`config.mk`:
```
export PLATFORM = sky130hd
export DESIGN_NAME = lsd_fault_supervisor
export DESIGN_NICKNAME = d
export VERILOG_FILES = /design/src/rtl/lfs_pkg.sv /design/src/rtl/lfs_run_timer.sv /design/src/rtl/lfs_channel.sv /design/src/rtl/lfs_flag_bank.sv /design/src/rtl/lsd_fault_supervisor.sv
export SDC_FILE = /design/constraint.sdc
export NUM_CORES = 1
export LEC_CHECK = 0
export ABC_AREA = 0
export CAP_MARGIN = 25
export CORE_ASPECT_RATIO = 1.25
export CORE_UTILIZATION = 48
export CTS_CLUSTER_DIAMETER = 150
export CTS_CLUSTER_SIZE = 28
export DETAILED_ROUTE_END_ITERATION = 6
export GPL_TIMING_DRIVEN = 0
export PLACE_DENSITY = 0.73
export REMOVE_ABC_BUFFERS = 1
export SLEW_MARGIN = 25
export SYNTH_ARGS = -nofsm -noshare
export SYNTH_HDL_FRONTEND = slang
export SYNTH_SLANG_ARGS = --single-unit
```
`constraint.sdc`:
```
create_clock -name clk -period 2.4 [get_ports clk]
set_input_delay 0.6 -clock clk [delete_from_list [all_inputs] [get_ports clk]]
set_output_delay 0.6 -clock clk [all_outputs]
set_load 0.03 [all_outputs]
```
`src/rtl/lfs_pkg.sv`:
```
package lfs_pkg;
  typedef enum logic [1:0] {
    CH_IDLE    = 2'd0,
    CH_ON      = 2'd1,
    CH_REFRESH = 2'd2
  } ch_state_e;
endpackage

```
`src/rtl/lfs_run_timer.sv`:
```
// Counts consecutive sampled cycles of cond; hit marks the LEN-th one.
module lfs_run_timer #(
  parameter int LEN = 28
) (
  input  logic clk,
  input  logic rst,
  input  logic cond,
  output logic hit
);
  localparam int CW = $clog2(LEN + 1);
  localparam logic [CW-1:0] LAST = CW'(LEN - 1);

  logic [CW-1:0] cnt;

  assign hit = cond && (cnt == LAST);

  always_ff @(posedge clk) begin
    if (rst || !cond) begin
      cnt <= '0;
    end else if (cnt != LAST) begin
      cnt <= cnt + 1'b1;
    end
  end
endmodule

```
`src/rtl/lfs_channel.sv`:
```
module lfs_channel
  import lfs_pkg::*;
#(
  parameter int SENSE_CYC   = 28,
  parameter int REFRESH_CYC = 1000,
  parameter int OPEN_CYC    = 28
) (
  input  logic clk,
  input  logic rst,
  input  logic kill,
  input  logic gate_cmd,
  input  logic drain_hi,
  output logic gate_q,
  output logic short_hit,
  output logic open_hit
);
  localparam int RW = $clog2(REFRESH_CYC + 1);
  localparam logic [RW-1:0] R_LAST = RW'(REFRESH_CYC - 1);

  ch_state_e state, nxt;
  logic [RW-1:0] rcnt;
  logic short_cond, open_cond;

  assign short_cond = !kill && (state == CH_ON) && gate_cmd && drain_hi;
  assign open_cond  = !kill && !gate_q && !gate_cmd && !drain_hi;

  lfs_run_timer #(.LEN(SENSE_CYC)) u_short_tmr (
    .clk(clk), .rst(rst), .cond(short_cond), .hit(short_hit)
  );

  lfs_run_timer #(.LEN(OPEN_CYC)) u_open_tmr (
    .clk(clk), .rst(rst), .cond(open_cond), .hit(open_hit)
  );

  always_comb begin
    nxt = state;
    unique case (state)
      CH_IDLE:    if (gate_cmd) nxt = CH_ON;
      CH_ON: begin
        if (!gate_cmd)      nxt = CH_IDLE;
        else if (short_hit) nxt = CH_REFRESH;
      end
      CH_REFRESH: if (rcnt == R_LAST) nxt = gate_cmd ? CH_ON : CH_IDLE;
      default:    nxt = CH_IDLE;
    endcase
    if (kill) nxt = CH_IDLE;
  end

  always_ff @(posedge clk) begin
    if (rst) begin
      state  <= CH_IDLE;
      gate_q <= 1'b0;
      rcnt   <= '0;
    end else begin
      state  <= nxt;
      gate_q <= (nxt == CH_ON);
      rcnt   <= (state == CH_REFRESH && nxt == CH_REFRESH) ? rcnt + 1'b1 : '0;
    end
  end


  kill_gate_off_chk: assert property (@(posedge clk) disable iff (rst)
    kill |=> !gate_q);

  short_trip_chk: assert property (@(posedge clk) disable iff (rst)
    short_hit |=> (!gate_q && state == CH_REFRESH));

  refresh_hold_chk: assert property (@(posedge clk) disable iff (rst)
    (state == CH_REFRESH && rcnt != R_LAST) |=> !gate_q);

  open_gate_off_chk: assert property (@(posedge clk) disable iff (rst)
    open_hit |-> (!gate_q && !gate_cmd && !kill));

  gate_rise_cmd_chk: assert property (@(posedge clk) disable iff (rst)
    $rose(gate_q) |-> $past(gate_cmd));
endmodule

```
`src/rtl/lfs_flag_bank.sv`:
```
module lfs_flag_bank #(
  parameter int NCH = 6
) (
  input  logic           clk,
  input  logic           rst,
  input  logic           status_rd,
  input  logic [NCH-1:0] short_evt,
  input  logic [NCH-1:0] open_evt,
  output logic [NCH-1:0] short_cap,
  output logic [NCH-1:0] open_cap
);
  logic [NCH-1:0] st_short, st_open;

  always_ff @(posedge clk) begin
    if (rst) begin
      st_short  <= '0;
      st_open   <= '0;
      short_cap <= '0;
      open_cap  <= '0;
    end else if (status_rd) begin
      short_cap <= st_short | short_evt;
      open_cap  <= st_open | open_evt;
      st_short  <= '0;
      st_open   <= '0;
    end else begin
      st_short  <= st_short | short_evt;
      st_open   <= st_open | open_evt;
    end
  end


  short_sticky_chk: assert property (@(posedge clk) disable iff (rst)
    (!status_rd && |short_evt) |=> ((st_short & $past(short_evt)) == $past(short_evt)));

  cap_stable_chk: assert property (@(posedge clk) disable iff (rst)
    !status_rd |=> ($stable(short_cap) && $stable(open_cap)));
endmodule

```
`src/rtl/lsd_fault_supervisor.sv`:
```
module lsd_fault_supervisor #(
  parameter int NCH         = 6,
  parameter int SENSE_CYC   = 28,
  parameter int REFRESH_CYC = 1000,
  parameter int OPEN_CYC    = 28
) (
  input  logic           clk,
  input  logic           rst,
  input  logic           por_active,
  input  logic           ovp_active,
  input  logic [NCH-1:0] gate_cmd,
  input  logic [NCH-1:0] drain_hi,
  input  logic           status_rd,
  output logic [NCH-1:0] gate_en,
  output logic [NCH-1:0] short_flags,
  output logic [NCH-1:0] open_flags
);
  logic           kill;
  logic [NCH-1:0] short_evt, open_evt;

  assign kill = por_active | ovp_active;

  for (genvar i = 0; i < NCH; i++) begin : g_ch
    lfs_channel #(
      .SENSE_CYC  (SENSE_CYC),
      .REFRESH_CYC(REFRESH_CYC),
      .OPEN_CYC   (OPEN_CYC)
    ) u_ch (
      .clk      (clk),
      .rst      (rst),
      .kill     (kill),
      .gate_cmd (gate_cmd[i]),
      .drain_hi (drain_hi[i]),
      .gate_q   (gate_en[i]),
      .short_hit(short_evt[i]),
      .open_hit (open_evt[i])
    );
  end

  lfs_flag_bank #(.NCH(NCH)) u_flags (
    .clk      (clk),
    .rst      (rst),
    .status_rd(status_rd),
    .short_evt(short_evt),
    .open_evt (open_evt),
    .short_cap(short_flags),
    .open_cap (open_flags)
  );


  all_gates_kill_chk: assert property (@(posedge clk) disable iff (rst)
    kill |=> (gate_en == '0));

  evt_exclusive_chk: assert property (@(posedge clk) disable iff (rst)
    ((short_evt & open_evt) == '0));
endmodule

```
Word level (Yosys, flattened, before mapping)
Index checks and enable logic that the tools add are counted.
Widths: inputs -> output; s select.
Word-level totals
  register bits: 162
  bits of input ports: 17
  output and inout bits: 18
  logic and storage cells: 267
Cells by class
  add/subtract/negate cells: 18
  equality and inequality tests: 54
  muxes and demuxes: 42
  bitwise logic cells: 9
  reductions and logical operators: 110
Operators by type and width (number)
  $add 10x1->10 const B: 6
  $add 5x1->5 const B: 12
  $eq 10x10->1 const B: 6
  $eq 5x5->1 const B: 12
  $mux 2: 30
  $ne 5x5->1 const B: 12
  $logic_and 1x1->1: 54
  $pmux 2 s3: 6
  $logic_not 1->1: 31
  $eq 2x1->1 const B: 12
  $eq 2x2->1 const B: 12
  $reduce_or 2->1: 7
  $logic_not 2->1: 6
  $logic_or 1x1->1: 12
  $or 6x6->6: 2
  $mux 1: 6
  $not 1->1: 6
  $or 1x1->1: 1

Logic depth before layout (Yosys ltp)
Gate-level depths: netlist of the first run.
  word-level depth: 14
  gate-level depth with buffers: 5
  depth with buffers taken out: 5

Cells and area by module
A second synthesis of the first run with hierarchy kept.
Second synthesis, totals
  cell total of the unflattened synthesis: 769
  area, all modules: 7490.9 um2
Modules (own cells, without submodules)
  lfs_channel: instances 6, cells an instance 65, area each 570.5 um2, sequential area each 260.2 um2
  lfs_run_timer: instances 12, cells an instance 25, area each 275.3 um2, sequential area each 100.1 um2
  lfs_flag_bank: instances 1, cells an instance 78, area each 758.2 um2, sequential area each 480.5 um2
  lsd_fault_supervisor: instances 1, cells an instance 1, area each 6.3 um2, sequential area each 0.0 um2

Worst setup path before layout of the first run
Ideal clock, no wire load.
  path kind: in2reg
  from: input ovp_active
  to: register g_ch[1].u_ch.gate_q
  library setup time: 115 ps
  arrival time: 1448 ps
  data required time: 2285 ps
  slack: 837 ps
  stages: 5
  buffers on the path: 1
  cells stage by stage: or2_4 > buf_6 > nor3_1 > o22ai_1 > and3_1
On the way
  cells in the longest elaborated chain, start to end: 11
RTL lines
  start: declaration: line lsd_fault_supervisor.sv:10  | input logic ovp_active,
  $or 1x1->1 (*): line lsd_fault_supervisor.sv:21  | assign kill = por_active | ovp_active;
  $logic_not 1->1: line lfs_channel.sv:24  | assign short_cond = !kill && (state == CH_ON) && gate_cmd && drain_hi;
  $logic_and 1x1->1 (3 in series): line lfs_channel.sv:24
  $logic_and 1x1->1: line lfs_run_timer.sv:15  | assign hit = cond && (cnt == LAST);
  $mux 2: line lfs_channel.sv:41  | else if (short_hit) nxt = CH_REFRESH;
  $mux 2: line lfs_channel.sv:40  | if (!gate_cmd) nxt = CH_IDLE;
  $pmux 2 s3: line lfs_channel.sv:37  | unique case (state)
  $mux 2 (*): line lfs_channel.sv:46  | if (kill) nxt = CH_IDLE;
  $eq 2x1->1 (*): line lfs_channel.sv:56  | gate_q <= (nxt == CH_ON);
  end signal: assignment: line lfs_channel.sv:56
  end: declaration: line lfs_channel.sv:13  | output logic gate_q,
Mark *: on every way between the ends. The rest lies on a longest branch, timed or not.
A chain may end at the register's enable or synchronous reset.

Worst setup path after layout of the first run
  from: register u_flags.open_cap[4]
  to: output open_flags[4]
RTL lines
  start: declaration: line lfs_flag_bank.sv:10  | output logic [NCH-1:0] open_cap
  start signal: assignment: line lfs_flag_bank.sv:22  | open_cap <= st_open | open_evt;
  end: declaration: line lsd_fault_supervisor.sv:16  | output logic [NCH-1:0] open_flags
No word-level cell between the ends.

==> results of run 1 <==
[where the power goes]
group          internal, mW  total [mW]  leakage [nW]  switching, mW
Clock                  1.69        2.68         0.293          0.989
Combinational        0.0634       0.153          1.13         0.0900
Sequential             2.71        2.72          1.31         0.0122
Total                  4.46        5.55          2.73           1.09
[cell usage in the layout, fill, tap and decap left out, types with 14 or more instances in the layout]
cell,count
a211oi_1,18
a21oi_1,14
and3_1,15
clkbuf_16,17
clkdlybuf4s50_1,33
dfxtp_1,162
ha_1,18
nand2_1,52
nand3_1,31
nand4b_1,16
nor2_1,150
nor3_1,24
xnor2_1,42
xor2_1,52
[through the flow]
step / TNS [ps] / hold WS, ps / area, um2 / power [mW] / std cells
after detailed placement: -33610 / 441 / 7080 / 2.93 / 895
after global routing: 0 / 468 / 7680 / 5.73 / 926
after global placement: -171670 / 427 / 7060 / 2.93 / 893
after CTS: 0 / 452 / 7680 / 5.61 / 926
final: 0 / 446 / 7680 / 5.55 / 926
after floorplan: 0 / 418 / 6510 / 2.84 / 688
[layout make-up]
type | instances | area (um2) | area share
Multi-Input combinational cell | 519 | 3250 | 0.423
Sequential cell | 162 | 3240 | 0.422
Clock buffer | 27 | 523 | 0.0681
Timing Repair Buffer | 36 | 354 | 0.0461
Tap cell | 171 | 214 | 0.0279
Clock inverter | 4 | 70.1 | 0.00912
Inverter | 7 | 26.3 | 0.00342
[per-layer routing]
layer  track usage  share of wire  vias up
li1              -              -     2493
met1         0.208           0.43     2373
met2         0.335           0.51       67
met3        0.0553          0.037       28
met4        0.0913          0.028        0
met5             0              0        -
[sequential cells by signal, summed over array words and instances, names as in the netlist]
register / flops
u_flags.st_open: 6
u_flags.open_cap: 6
u_flags.st_short: 6
u_flags.short_cap: 6
g_ch.u_ch.rcnt: 60
g_ch.u_ch.state: 12
g_ch.u_ch.gate_q: 6
g_ch.u_ch.u_open_tmr.cnt: 30
g_ch.u_ch.u_short_tmr.cnt: 30
[cells by family after synthesis]
logic type / count (synthesis)
simple gates: 353
flops: 162
xor+xnor: 94
compound gates: 47
buf+inv: 22
fa+ha+maj: 18
mux: 7
[worst paths after layout]
path | cells after the start | end
worst max-delay path | 1 | open_flags[4]
worst min register to register | 1 | g_ch[5].u_ch.rcnt[0]
worst max register to register | 5 | g_ch[1].u_ch.rcnt[2]
worst min-delay path | 1 | g_ch[5].u_ch.rcnt[0]
==> metrics.txt, run 1 <==
outcome finished, final reports clean; IO Count 35; top post-synthesis cells by area dfxtp_1 49%, nor2_1 8.5%, xor2_1 6.9%; Resize count post-CTS 2; CTS tree built; r2r setup slk 780 ps; synthesis-to-finish area growth 16.3%; Row Count 47; EDFF count, synth 0; cts bufs inserted 17; Post-route DRC 0; clock skew after layout 4.09 ps; RSZ-0062 raised after global routing no; Worst setup startpoint u_flags.open_cap[4]; Fmax 0.482 GHz; die span in x 107 um; largest net degree at the start of global routing 26; Seq/Total Area, Yosys 0.491; CP Buf/Inv Count 1; Post-DRT Antenna Nets 0; Compound-Gate Fraction of Synth Area 0.0468; CTS sink count 162; share of layout cells above drive strength 1 0.0702; DP Worst Slack -538 ps; Clk Tree Root Cell clkbuf_16; DR vias/cell 5.36; post-DP HPWL 9000 um; initial antenna violation count 0; P_leak 2.73 nW; crit path kind reg2out; CTS Buffer Depth 2; count of final setup violators 0; VDD IR max 0.399 mV; Cells after Synth 703; Synth Area in XOR/XNOR 0.125; share of the synthesized area in the top cell type 0.491; Worst Tran Pin Value 939 ps; cell breakdown of the critical path clkdlybuf4s50_1; Crit path arrival time 1470 ps; Die Y between 100 and 150 um; Post-synth top cells 162 x dfxtp_1, 150 x nor2_1, 52 x nand2_1, 52 x xor2_1, 42 x xnor2_1; Initial Util 0.495; final period utilization 0.865; 1st-iter DRT viols 233; diode count 0; clock period minus final worst setup slack 2070 ps; core area 0.0133 mm2; cell family with the largest share of critical-path delay buffers and inverters; hold path startpoint g_ch[5].u_ch.rcnt[0]; Synth Area in Adders 0.0341; GRT Total Usage 0.190; first-pass GRT wire length ~21,000 um; multiplexer share of the synthesized area 0.0106; synthesized area per cell 9.39 um2; WP data required 1800 ps; Synth Flop Type dfxtp_1; CP startpoint kind flip-flop; CTS hold repair buffers 0; Synth cell types 37; crit end category output pin; Crit Reg-Reg Startpoint g_ch[1].u_ch.u_short_tmr.cnt[0]; post-DR wirelength/cell around 14 um; yosys warns 0; Hold Violations, Final 0; FILL cells about 1,200; Max-slew headroom 0.372; synthesized area 0.00660 mm2; largest stage delay on the critical path 690 ps; grt total ovfl 0; Slew Limit Fails 0; slowest CP cell clkdlybuf4s50_1; post-synthesis simple-gate area fraction 0.274; largest family of logic cells by synthesized area simple AND/OR/NAND/NOR gates; leading area contributor after synthesis dfxtp_1; Worst-Skew Late Latency approximately 430 ps; max cap viols 0; # port buffers 34; pwr/cell area ~720 mW/mm2; Worst Hold Class reg2reg; Max FO, Critical Path 2; GPL Wtd Cong approximately 0.81; Final nets 778; via count 4,961; final WL 12,500 um; DRT Pass-1 Iters 4; post-route setup slack 325 ps; vias in the first global route 4,884; Post-CTS Setup Repair Bufs 0; final core utilization 0.575; register bit total from synthesis 162; clk slew on worst S/H paths 60 ps; top-count cell post-synth dfxtp_1; Die ar. 0.0142 mm2; # H-tree levels 4; Post-synth ARST share 0
Power figures use the tool's default switching activity.
==> run 2, diff against run 1 <==
--- a/config.mk
+++ b/config.mk
@@ -15,6 +15,7 @@
 export GPL_TIMING_DRIVEN = 0
 export PLACE_DENSITY = 0.73
 export REMOVE_ABC_BUFFERS = 1
+export SKIP_CTS_REPAIR_TIMING = 1
 export SLEW_MARGIN = 25
 export SYNTH_ARGS = -nofsm -noshare
 export SYNTH_HDL_FRONTEND = slang
==> run 2 against run 1 <==
Sequential share of layout area is essentially flat. Combinational power barely moved. Fmax barely moved. Clock skew about the same. Global-route usage about the same. Power hardly changed. Sequential power about the same. First-iteration DRC count shrank 11%. Register-to-register slack barely moved. Critical path type unchanged.
==> metrics.txt, run 2 (synthesized netlist as in run 1, its figures left out) <==
GPL Wtd Cong 0.805; Crit Reg-Reg Startpoint g_ch[1].u_ch.u_short_tmr.cnt[0]; core area 0.0133 mm2; Power Total 5.55 mW; Crit path arrival time 1470 ps; final core utilization 0.575; Worst setup startpoint u_flags.short_cap[4]; CP Capture Point short_flags[4]; CP Buf/Inv Count 1; VDD IR max a little under 0.4 mV; post-DR wirelength/cell 13.5 um; commonest non-fill, non-tap cell in the layout dfxtp_1; final WL 12,500 um; Max FO, Critical Path 2; crit end category output pin; diode count 0; DRT Pass-1 Iters 4; number of flip-flops in the largest register 60; Placed Cells 895; CTS Buffer Depth 2; pwr/cell area 722 mW/mm2; # H-tree levels 4; slowest CP cell clkdlybuf4s50_1; clock period minus final worst setup slack about 2100 ps; largest net degree at the start of global routing 26; DP Worst Slack -538 ps; final non-filler cell total slightly above 900; part of the power in the clock network 0.482; initial antenna violation count 0; r2r setup slk 790 ps; clock skew after layout between 4 and 5 ps; Row Count 47; outcome finished, final reports clean; Biggest register g_ch.u_ch.rcnt; # port buffers 34; Clk Tree Root Cell clkbuf_16; reg2reg path depth 5; Worst-Skew Late Latency 430 ps; P_leak 2.74 nW; Fmax ~0.48 GHz; count of final setup violators 0; share of layout cells above drive strength 1 0.0702; Sw Pwr 1.09 mW; Comb pwr share 0.028; RSZ-0062 raised after global routing no; Setup TNS 0 ps; Net Sw Frac 0.196; max cap viols 0; CTS sink count 162; crit path kind reg2out; Worst Tran Pin Value 937 ps; most frequent cells in the layout 162 x dfxtp_1, 150 x nor2_1, 52 x nand2_1, 52 x xor2_1, 42 x xnor2_1; IO Count 35; first-pass GRT wire length between 20,000 and 25,000 um; DR vias/cell 5.36; Final nets between 700 and 800; largest stage delay on the critical path 700 ps; vias in the first global route 4,872; 1st-iter DRT viols roughly 210; cts bufs inserted 17; worst r2r dst g_ch[1].u_ch.rcnt[2]; clk slew on worst S/H paths 60 ps; WP data required 1800 ps; Hold Violations, Final 0; cell breakdown of the critical path clkdlybuf4s50_1; Die ar. approximately 0.014 mm2; hold path startpoint g_ch[5].u_ch.rcnt[0]; Post-DRT Antenna Nets 0; Worst Hold Class reg2reg; CP Depth 1; post-DP HPWL around 9000 um; largest registers g_ch.u_ch.rcnt (60), g_ch.u_ch.u_open_tmr.cnt (30), g_ch.u_ch.u_short_tmr.cnt (30); Slew Limit Fails 0; Die Y roughly 130 um; synthesis-to-finish area growth 16.3%; Initial Util 0.495; Max-slew headroom 0.373; GRT Total Usage 0.190; post-route setup slack approximately 330 ps; Int Power around 4.5 mW; Flop pwr share 0.490; via count 4,959; grt total ovfl 0; die span in x 107 um; CTS tree built; CP startpoint kind flip-flop; Post-route DRC 0; cell family with the largest share of critical-path delay buffers and inverters; final period utilization 0.864
[run 2: metrics by stage]
| step | area, um2 | hold slack (ps) |
|---|---|---|
| finish | 7680 | 446 |
| CTS | 7670 | 452 |
| detailed placement | 7080 | 441 |
| global route | 7680 | 468 |
| floorplan | 6510 | 418 |
| global placement | 7060 | 427 |
[run 2: worst min-delay path by stage]
stage	endpoint	slack, ps	depth (start not counted)
2_1_floorplan	g_ch[0].u_ch.rcnt[0]	420	1
3_3_place_gp	g_ch[0].u_ch.rcnt[0]	430	1
3_5_place_dp	g_ch[5].u_ch.rcnt[0]	440	1
4_1_cts	g_ch[5].u_ch.rcnt[0]	450	1
5_1_grt	g_ch[5].u_ch.rcnt[0]	470	1
6_report	g_ch[5].u_ch.rcnt[0]	450	1
[run 2: final cells by class]
class | count | area (um2)
Fill cell | 1173 | 5670
Multi-Input combinational cell | 519 | 3250
Tap cell | 171 | 214
Timing Repair Buffer | 36 | 358
Sequential cell | 162 | 3240
Inverter | 7 | 26.3
Clock buffer | 27 | 523
Clock inverter | 4 | 70.1
[run 2: power by group through the flow]
| stage | clock network (mW) | logic (mW) | registers, mW |
|---|---|---|---|
| final | 2.68 | 0.154 | 2.72 |
| after CTS | 2.73 | 0.155 | 2.72 |
| after global placement | 0 | 0.149 | 2.78 |
| after detailed placement | 0 | 0.154 | 2.78 |
| after global routing | 2.85 | 0.164 | 2.72 |
| after floorplan | 0 | 0.0409 | 2.80 |
[run 2: per-layer routing]
layer | global-route usage | part of all wire
met1 | 0.208 | 0.43
met2 | 0.335 | 0.51
met3 | 0.0553 | 0.037
met4 | 0.0913 | 0.027
met5 | 0 | 0
[run 2: worst reg2reg max path, stage by stage, from the launching register on]
cell      delay [ps]
dfxtp_1          370
ha_1             230
nand4b_1         310
nor3_4           320
o21ai_2          170
nor2_1           140
==> run 3, diff against run 2 <==
--- a/config.mk
+++ b/config.mk
@@ -7,16 +7,19 @@
 export LEC_CHECK = 0
 export ABC_AREA = 0
 export CAP_MARGIN = 25
+export CELL_PAD_IN_SITES_DETAIL_PLACEMENT = 0
+export CELL_PAD_IN_SITES_GLOBAL_PLACEMENT = 1
 export CORE_ASPECT_RATIO = 1.25
 export CORE_UTILIZATION = 48
 export CTS_CLUSTER_DIAMETER = 150
 export CTS_CLUSTER_SIZE = 28
 export DETAILED_ROUTE_END_ITERATION = 6
 export GPL_TIMING_DRIVEN = 0
-export PLACE_DENSITY = 0.73
+export PLACE_DENSITY = 0.87
 export REMOVE_ABC_BUFFERS = 1
 export SKIP_CTS_REPAIR_TIMING = 1
 export SLEW_MARGIN = 25
 export SYNTH_ARGS = -nofsm -noshare
 export SYNTH_HDL_FRONTEND = slang
+export SYNTH_HIERARCHICAL = 1
 export SYNTH_SLANG_ARGS = --single-unit
==> run 3 against run 2 <==
First-iteration DRC count increased by 51%. Clock-buffer cell count fell by 4. Setup slack worse by 97 ps. Synthesized area increased by 13%. Combinational power up 31%. Non-clock buffer count grew 2. Cell count increased by 11%.
==> metrics.txt, run 3 <==
vias in the first global route between 5,000 and 6,000; post-DR wirelength/cell approximately 14 um; Sw Pwr 1.16 mW; Power Total 5.99 mW; count of final setup violators 0; Fmax 0.461 GHz; cts bufs inserted 17; Sequential Area 0.00324 mm2; crit end category flip-flop; Final nets 838; Post-synth ARST share 0; diode count 0; part of the power in the clock network 0.512; Slew Limit Fails 0; final period utilization 0.904; Worst Tran Pin Value 675 ps; CP startpoint kind input port; Post-synth top cells 162 x dfxtp_1, 88 x nor2_1, 60 x nand3_1, 60 x nand3b_1, 48 x mux2i_1; VDD IR max 0.349 mV; synthesis-to-finish area growth 16.7%; clock period minus final worst setup slack 2170 ps; Net Sw Frac 0.194; Max-slew headroom 0.550; first-pass GRT wire length 24,000 um; multi-input logic area 0.00411 mm2; max cap viols 0; register bit total from synthesis 162; crit path kind in2reg; Worst Hold Class reg2reg; top-count cell post-synth dfxtp_1; outcome finished, final reports clean; clock skew after layout between 7 and 8 ps; Biggest register g_ch.u_ch/rcnt; Post-DRT Antenna Nets 0; Hold Violations, Final 0; synthesized area around 0.0075 mm2; post-DP HPWL 9720 um; core area approximately 0.015 mm2; DP Area 0.00798 mm2; GRT Total Usage 0.185; clk slew on worst S/H paths approximately 60 ps; DP Worst Slack -1040 ps; Row Count 50; Synth Flop Type dfxtp_1; top post-synthesis cells by area dfxtp_1 43%, mux2i_1 6.4%, nand3b_1 6.0%; share of the synthesized area in the top cell type 0.433; final WL 14,400 um; 1st-iter DRT viols between 300 and 400; EDFF count, synth 0; initial antenna violation count 0; die span in x 114 um; largest net degree at the start of global routing 72; FILL cells 1,332; Die ar. 0.0161 mm2; CTS Buffer Depth 2; most frequent cells in the layout 162 x dfxtp_1, 88 x nor2_1, 60 x nand3_1, 60 x nand3b_1, 48 x mux2i_1; share of layout cells above drive strength 1 0.107; RSZ-0062 raised after global routing no; Worst-Skew Late Latency between 400 and 500 ps; Synth cell types 35; DR vias/cell 5.57; WP data required around 2800 ps; Crit path arrival time between 2000 and 3000 ps; Setup TNS 0 ps; via count around 5,700; Initial Util 0.495; leading area contributor after synthesis dfxtp_1; Cells after Synth 769; largest registers g_ch.u_ch/rcnt (60), g_ch.u_ch/u_open_tmr/cnt (30), g_ch.u_ch/u_short_tmr/cnt (30); Int Power 4.83 mW; pwr/cell area 685 mW/mm2; Seq/Total Area, Yosys 0.433; Flop pwr share 0.454; IO Count 35; Comb pwr share 0.034; DRT Pass-1 Iters 4; Hold WS 445 ps; # port buffers 34; # H-tree levels 4; synthesized area per cell 9.74 um2; Finished Cell Area 0.00874 mm2; post-route setup slack about 230 ps; Post-route DRC 0; Die Y 142 um; GPL Wtd Cong 0.830; P_leak about 2.9 nW; Clk Tree Root Cell clkbuf_16; CTS tree built; Max FO, Critical Path 24; grt total ovfl 0; commonest non-fill, non-tap cell in the layout dfxtp_1; yosys warns 6; CTS sink count approximately 160; number of flip-flops in the largest register 60
[run 3: cell types whose count changed in the layout (fill, tap and decap cells not counted), sizes merged, moves of 29 or more]
cell / change
xor2: -40
nand2: -34
nand3: +29
mux2i: +41
nor2: -61
nand3b: +57
or3b: +36
[run 3: power by group through the flow]
stage,Sequential [mW],Clock [mW],Combinational [mW]
detailed placement,2.78,0,0.192
global route,2.72,3.27,0.214
CTS,2.72,3.15,0.193
global placement,2.78,0,0.184
finish,2.72,3.07,0.201
floorplan,2.80,0,0.0570
[run 3: cell type report]
| cell class | count | area share |
|---|---|---|
| Clock buffer | 23 | 0.0547 |
| Clock inverter | 9 | 0.0229 |
| Inverter | 18 | 0.00773 |
| Multi-Input combinational cell | 566 | 0.471 |
| Sequential cell | 162 | 0.371 |
| Tap cell | 208 | 0.0298 |
| Timing Repair Buffer | 38 | 0.0430 |
[run 3: cell families after synthesis]
group | synth area share
AOI/OAI and AO/OA | 0.0651
DFF | 0.433
xor gates and xnor gates | 0.0491
adders and majority gates | 0.0301
and+or+nand+nor | 0.328
buffers and inverters | 0.0302
muxes | 0.0641
[run 3: metrics by stage]
step,utilization,instances
2_1_floorplan,-,746
3_3_place_gp,0.524,988
3_5_place_dp,0.527,989
4_1_cts,0.572,1021
5_1_grt,0.577,1024
6_report,0.577,1024
[run 3: metal layers]
layer	GRT usage	wire length [um]	vias up
met1	0.204	6400	2733
met4	0.0720	217	0
met3	0.0461	451	16
met5	0	0	-
li1	-	-	2866
met2	0.337	7340	86
[run 3: worst max-delay path: stages]
cell	delay [ps]
clkdlybuf4s50_1	400
or2_4	410
or4b_1	710
o21bai_4	270
nor2_1	120
[run 3: path summary, 6_finish.rpt]
check | startpoint | to | slack (ps) | cells past startpoint
setup reg to reg | g_ch[4].u_ch/u_short_tmr/cnt[0] | g_ch[4].u_ch/gate_q | 840 | 5
hold reg to reg | g_ch[3].u_ch/rcnt[0] | g_ch[3].u_ch/rcnt[0] | 440 | 1
setup / recovery | ovp_active | g_ch[4].u_ch/rcnt[5] | 230 | 5
hold / removal | g_ch[3].u_ch/rcnt[0] | g_ch[3].u_ch/rcnt[0] | 440 | 1
